### src/rtl/wb_page_pkg.sv
package wb_page_pkg;
  typedef enum logic [1:0] {
    WB_IDLE    = 2'd0,
    WB_COLLECT = 2'd1,
    WB_PROG    = 2'd2
  } wb_state_e;
endpackage

### src/rtl/wb_page_buf.sv
// Page-sized byte store with a wrapping write offset and per-entry fill flags.
module wb_page_buf #(
  parameter int DATA_W     = 8,
  parameter int PAGE_BYTES = 16,
  localparam int OFF_W     = $clog2(PAGE_BYTES)
) (
  input  logic              clk,
  input  logic              rst_n,
  input  logic              load,
  input  logic [OFF_W-1:0]  load_off,
  input  logic              wr_en,
  input  logic [DATA_W-1:0] wr_data,
  input  logic [OFF_W-1:0]  rd_idx,
  output logic [DATA_W-1:0] rd_data,
  output logic [PAGE_BYTES-1:0] filled
);
  logic [OFF_W-1:0]  wr_off;
  logic [DATA_W-1:0] ent [PAGE_BYTES];

  always_ff @(posedge clk or negedge rst_n) begin
    if (!rst_n)      wr_off <= '0;
    else if (load)   wr_off <= load_off;
    else if (wr_en)  wr_off <= wr_off + 1'b1;
  end

  for (genvar g = 0; g < PAGE_BYTES; g++) begin : g_ent
    logic hit;
    assign hit = wr_en && !load && (wr_off == OFF_W'(g));

    always_ff @(posedge clk) begin
      if (hit) ent[g] <= wr_data;
    end

    always_ff @(posedge clk or negedge rst_n) begin
      if (!rst_n)    filled[g] <= 1'b0;
      else if (load) filled[g] <= 1'b0;
      else if (hit)  filled[g] <= 1'b1;
    end
  end

  assign rd_data = ent[rd_idx];
endmodule

### src/rtl/wb_copy_eng.sv
// Walks the page once, offering a write for every filled entry.
module wb_copy_eng #(
  parameter int PAGE_BYTES = 16,
  localparam int OFF_W     = $clog2(PAGE_BYTES),
  localparam int PTR_W     = OFF_W + 1
) (
  input  logic                  clk,
  input  logic                  rst_n,
  input  logic                  kick,
  input  logic [PAGE_BYTES-1:0] filled,
  input  logic                  take,
  output logic [OFF_W-1:0]      idx,
  output logic                  offer,
  output logic                  done
);
  localparam logic [PTR_W-1:0] END_PTR = PTR_W'(PAGE_BYTES);

  logic [PTR_W-1:0] ptr;

  assign done  = (ptr == END_PTR);
  assign idx   = ptr[OFF_W-1:0];
  assign offer = !done && filled[idx];

  always_ff @(posedge clk or negedge rst_n) begin
    if (!rst_n)                  ptr <= END_PTR;
    else if (kick)               ptr <= '0;
    else if (!done && (!filled[idx] || take))
                                 ptr <= ptr + 1'b1;
  end
endmodule

### src/rtl/wb_prog_timer.sv
// Tick counter for the programming cycle; flags the latch-clear point and the end.
module wb_prog_timer #(
  parameter int PROG_CYCLES = 200,
  parameter int WEL_LEAD    = 8,
  localparam int CNT_W      = (PROG_CYCLES > 2) ? $clog2(PROG_CYCLES) : 1
) (
  input  logic clk,
  input  logic rst_n,
  input  logic kick,
  input  logic run,
  output logic at_end,
  output logic clr_now
);
  localparam logic [CNT_W-1:0] LAST   = CNT_W'(PROG_CYCLES - 1);
  localparam logic [CNT_W-1:0] CLR_AT = CNT_W'(PROG_CYCLES - 1 - WEL_LEAD);

  logic [CNT_W-1:0] cnt;

  always_ff @(posedge clk or negedge rst_n) begin
    if (!rst_n)                   cnt <= '0;
    else if (kick)                cnt <= '0;
    else if (run && cnt != LAST)  cnt <= cnt + 1'b1;
  end

  assign at_end  = (cnt == LAST);
  assign clr_now = run && (cnt == CLR_AT);
endmodule

### src/rtl/wb_page_writer.sv
module wb_page_writer
  import wb_page_pkg::*;
#(
  parameter int ADDR_W      = 10,
  parameter int DATA_W      = 8,
  parameter int PAGE_BYTES  = 16,
  parameter int PROG_CYCLES = 200,
  parameter int WEL_LEAD    = 8,
  localparam int OFF_W      = $clog2(PAGE_BYTES),
  localparam int BIT_W      = $clog2(DATA_W)
) (
  input  logic              clk,
  input  logic              rst_n,
  input  logic              wel,
  input  logic              txn_start,
  input  logic [ADDR_W-1:0] start_addr,
  input  logic              in_valid,
  output logic              in_ready,
  input  logic [DATA_W-1:0] in_data,
  input  logic [BIT_W-1:0]  bit_pos,
  input  logic              desel,
  output logic              wip,
  output logic              wel_clr,
  output logic              arr_valid,
  input  logic              arr_ready,
  output logic [ADDR_W-1:0] arr_addr,
  output logic [DATA_W-1:0] arr_wdata
);
  wb_state_e state, state_nx;
  logic [ADDR_W-OFF_W-1:0] page_q;
  logic [PAGE_BYTES-1:0]   filled;
  logic [OFF_W-1:0]        cp_idx;
  logic                    cp_done;
  logic                    open_txn, accept, commit, kick;
  logic                    t_end, t_clr;

  assign open_txn = (state == WB_IDLE) && txn_start && wel;
  assign accept   = (state == WB_COLLECT) && in_valid;
  assign commit   = (state == WB_COLLECT) && desel && (bit_pos == '0) &&
                    ((|filled) || in_valid);
  assign kick     = commit;

  always_comb begin
    state_nx = state;
    unique case (state)
      WB_IDLE:    if (open_txn) state_nx = WB_COLLECT;
      WB_COLLECT: if (desel)    state_nx = commit ? WB_PROG : WB_IDLE;
      WB_PROG:    if (t_end && cp_done) state_nx = WB_IDLE;
      default:    state_nx = WB_IDLE;
    endcase
  end

  always_ff @(posedge clk or negedge rst_n) begin
    if (!rst_n) begin
      state  <= WB_IDLE;
      page_q <= '0;
    end else begin
      state <= state_nx;
      if (open_txn) page_q <= start_addr[ADDR_W-1:OFF_W];
    end
  end

  wb_page_buf #(.DATA_W(DATA_W), .PAGE_BYTES(PAGE_BYTES)) u_buf (
    .clk      (clk),
    .rst_n    (rst_n),
    .load     (open_txn),
    .load_off (start_addr[OFF_W-1:0]),
    .wr_en    (accept),
    .wr_data  (in_data),
    .rd_idx   (cp_idx),
    .rd_data  (arr_wdata),
    .filled   (filled)
  );

  wb_copy_eng #(.PAGE_BYTES(PAGE_BYTES)) u_copy (
    .clk    (clk),
    .rst_n  (rst_n),
    .kick   (kick),
    .filled (filled),
    .take   (arr_ready),
    .idx    (cp_idx),
    .offer  (arr_valid),
    .done   (cp_done)
  );

  wb_prog_timer #(.PROG_CYCLES(PROG_CYCLES), .WEL_LEAD(WEL_LEAD)) u_tmr (
    .clk     (clk),
    .rst_n   (rst_n),
    .kick    (kick),
    .run     (wip),
    .at_end  (t_end),
    .clr_now (t_clr)
  );

  assign wip      = (state == WB_PROG);
  assign in_ready = (state == WB_COLLECT);
  assign wel_clr  = t_clr;
  assign arr_addr = {page_q, cp_idx};
endmodule

### config.mk
export PLATFORM = sky130hd
export DESIGN_NAME = wb_page_writer
export DESIGN_NICKNAME = d
export VERILOG_FILES = /design/src/rtl/wb_page_pkg.sv /design/src/rtl/wb_page_buf.sv /design/src/rtl/wb_copy_eng.sv /design/src/rtl/wb_prog_timer.sv /design/src/rtl/wb_page_writer.sv
export SDC_FILE = /design/constraint.sdc
export NUM_CORES = 1
export LEC_CHECK = 0
export ABC_AREA = 1
export CORE_UTILIZATION = 60
export DETAILED_ROUTE_END_ITERATION = 7
export DONT_BUFFER_PORTS = 1
export PLACE_DENSITY = 0.86
export SKIP_LAST_GASP = 1
export SLEW_MARGIN = 25
export SYNTH_ARGS = -nofsm -noshare
export SYNTH_HDL_FRONTEND = slang
export SYNTH_SLANG_ARGS = --single-unit
### constraint.sdc
create_clock -name clk -period 2.16 [get_ports clk]
set_input_delay 0.216 -clock clk [delete_from_list [all_inputs] [get_ports clk]]
set_output_delay 0.216 -clock clk [all_outputs]
set_load 0.1 [all_outputs]
==> flow_summary.toml <==
[outcome]
status = "complete, but fails checks"
violations = "negative setup slack"

[sta]
max_slew_margin_pct = 48.6
setup_viol = 9
setup_slack_ns = -0.387
whs_ns = 0.148
fmax_mhz = 393
finalCriticalPeriod_ns = 2.55
worst_slew_pin_slew_ns = 0.770
rsz0062_at_grt = "yes"
hold_viol = 0
fin_crit_sh_pct = 118
worst_clock_skew_ns = 0.0126
drv_slew = 0

[routing]
drt_iter0_markers = 1192
vias = 6312
drc = 0
routedWlPerCell_um = 26.8
drt_first_pass_iters = 7
final_antenna_net_count = 0
routed_wl_um = 24100
viasPerCell = 7.01

[pwr]
clockPowerShare_pct = 19.8
p_leak_nw = 3.61
p_comb_share_pct = 53.3
power.density_nw_per_um2 = 1640
peakVddDrop_mv = 0.904
swShare_pct = 46.6
seq_power_share_pct = 26.9
p_int_mw = 8.15
p_sw_mw = 7.11

[floorplan]
io_pins = 50
die_w_um = 113
die-area_um2 = 12700
core_um2 = 12000
initial_core_util_pct = 61.4
die_h_um = 113
rows = 40

[clock_network]
cts_sinks = 169
path_clk_slew_ns = 0.07
cts_buffer_depth = 2
cts_root_buf = "clkbuf_16"
cts_tree = "done"
cts_buffers = 17
insertion_delay_ns = 0.44
htreeDepth = 4

[worst_setup_path]
worst_ep_arrival_time_ns = 2.33
required_ns = 1.94
cp-start-kind = "register"
end_kind = "primary output"
crit_type = "reg -> out"
critPathMaxFanout = 8

[finish]
nets = 775
diodes = 0
ff_latch_area_um2 = 4880
multi_input_area_um2 = 2370
area_growth_pct = 26.2
postLayoutCellArea_um2 = 9310
num-fill-cells = 595
layout-drive-gt1-share_pct = 26.2
utilization_pct = 77.5

[synth]
synthesis.area_um2 = 7380
ys_warn_count = 0
synth_cell_type_count = 41
synth-seq-cells = 169
syn_inst = 664
syn-num-nets = 699
avgSynthCellArea_um2 = 11.1
yosysSeqAreaShare_pct = 66.0

[global_routing]
grt_max_degree = 42
antenna_found_initial = 0
grt_pass1_wl_um = 31900
grt-ovfl-total = 0
grt_pass1_vias = 5897
grtUsageTotal_pct = 34.5

[placement]
hpwl_um = 11000
placed_cell_area_um2 = 7930
io_buffer_count = 0
place.gp.congestion = 0.865

[job]
cap_violations = 0

[hold_path]
hp-class = "in -> reg"
layout by cell type (no fill, tap or decap), drive strengths merged, types with 5 or more instances in the layout:
| cell | count |
|---|---|
| edfxtp | 128 |
| o22ai | 26 |
| o221ai | 5 |
| nor3 | 6 |
| dlygate4sd3 | 20 |
| nand2 | 130 |
| nand4 | 14 |
| a21oi | 18 |
| dfrtp | 40 |
| nand3 | 40 |
| inv | 53 |
| o21ai | 57 |
| clkinv | 5 |
| ha | 7 |
| buf | 65 |
| nor2 | 90 |
| clkbuf | 22 |
cell usage after synthesis (all sizes together):
cell / instances / area (um2)
nor4: 1 / 6.26
nor2: 90 / 358
or2: 4 / 25.0
xor2: 4 / 35.0
nand2: 130 / 526
o221ai: 5 / 43.8
nand4: 14 / 103
a21oi: 18 / 90.1
dfstp: 1 / 26.3
bufinv: 1 / 17.5
edfxtp: 128 / 3840
o211ai: 3 / 22.5
o22ai: 26 / 163
a21boi: 1 / 7.51
o21bai: 1 / 7.51
o21ai: 57 / 285
buf: 31 / 229
o2111ai: 3 / 26.3
nor3: 6 / 40.0
nand3: 40 / 200
o31ai: 4 / 30.0
ha: 7 / 87.6
dfrtp: 40 / 1000
clkbuf: 2 / 17.5
inv: 46 / 180
o21a: 1 / 7.51
per-stage QoR:
| stage | worst slack (ns) | cells | setup TNS [ns] | power (mW) |
|---|---|---|---|---|
| 2_1_floorplan | -0.251 | 664 | -0.337 | 8.65 |
| 3_3_place_gp | 0.199 | 830 | 0 | 10.1 |
| 3_5_place_dp | 0.250 | 830 | 0 | 10.3 |
| 4_1_cts | -0.129 | 894 | -1.02 | 14.0 |
| 5_1_grt | -0.369 | 900 | -2.52 | 15.6 |
| 6_report | -0.387 | 900 | -2.01 | 15.3 |
flip-flops by register name, summed over array words and instances, names as in the netlist:
| register | count |
|---|---|
| u_buf.wr_off | 4 |
| u_tmr.cnt | 8 |
| u_buf.filled | 16 |
| state | 2 |
| u_copy.ptr | 5 |
| u_buf.ent | 128 |
| page_q | 6 |
critical path, stage by stage, from the launching register on:
cell and delay [ns]:
dfrtp_4 0.59, clkinv_8 0.15, clkbuf_16 0.16, nand2_1 0.07, nand3_2 0.10, nand2_1 0.17
a21oi_2 0.23, o21ai_2 0.10, o21ai_2 0.10, buf_12 0.20
final timing paths:
kind	start	endpoint	slack, ns	cells past startpoint
worst max-delay path	u_copy.ptr[0]	arr_wdata[1]	-0.39	9
worst min-delay path	in_valid	u_buf.wr_off[3]	0.15	2
worst max register to register	state[1]	u_buf.ent[6][0]	0.06	8
worst min register to register	u_buf.filled[15]	u_buf.filled[15]	0.53	2
max in group asynchronous	rst_n	u_copy.ptr[4]	1.64	2
min in group asynchronous	rst_n	u_tmr.cnt[0]	0.25	2
power groups by stage:
stage               registers, mW  clock network, mW  logic [mW]
finish                       4.10               3.01        8.14
CTS                          4.05               2.92        7.05
floorplan                    4.27                  0        4.38
detailed placement           4.09                  0        6.23
global route                 4.12               3.10        8.34
global placement             4.07                  0        6.07
layer usage:
layer | up-vias | track usage, % | wire length [um]
li1 | 2479 | - | -
met3 | 179 | 9.21 | 3220
met5 | - | 0 | 0
met4 | 0 | 19.7 | 1760
met2 | 715 | 55.6 | 11400
met1 | 2939 | 42.6 | 7750
final cells by class:
type	instances	share of cell area, %
inverters	47	2.26
well taps	147	1.98
flip-flops and latches	169	52.4
clock inverters	14	1.46
repair inverters	1	0.0672
clock buffers	18	4.61
repair buffers	89	11.7
multi-input cells	415	25.5
cells by family (layout without fill, tap and decap cells):
| kind of cell | after synthesis | after routing | synth area share, % |
|---|---|---|---|
| XOR/XNOR | 4 | 4 | 0.475 |
| buffers and inverters | 80 | 169 | 6.02 |
| AO/OA/AOI/OAI | 119 | 119 | 9.26 |
| flip-flops | 169 | 169 | 66.0 |
| AND/OR/NAND/NOR | 285 | 285 | 17.0 |
| adder cells (fa/ha/maj) | 7 | 7 | 1.19 |
what timing repair did:
| item | in CTS | in global routing |
|---|---|---|
| endpoints found under the setup margin | 9 | 9 |
| hold endpoints to repair | 180 | 0 |
| setup buffers | 6 | 1 |
| pin swaps | 9 | 13 |
| gates resized for setup | 35 | 48 |
| cloned | 5 | 5 |
| hold buffers | 21 | 0 |
Note: power is estimated with default switching activity, not from simulation.
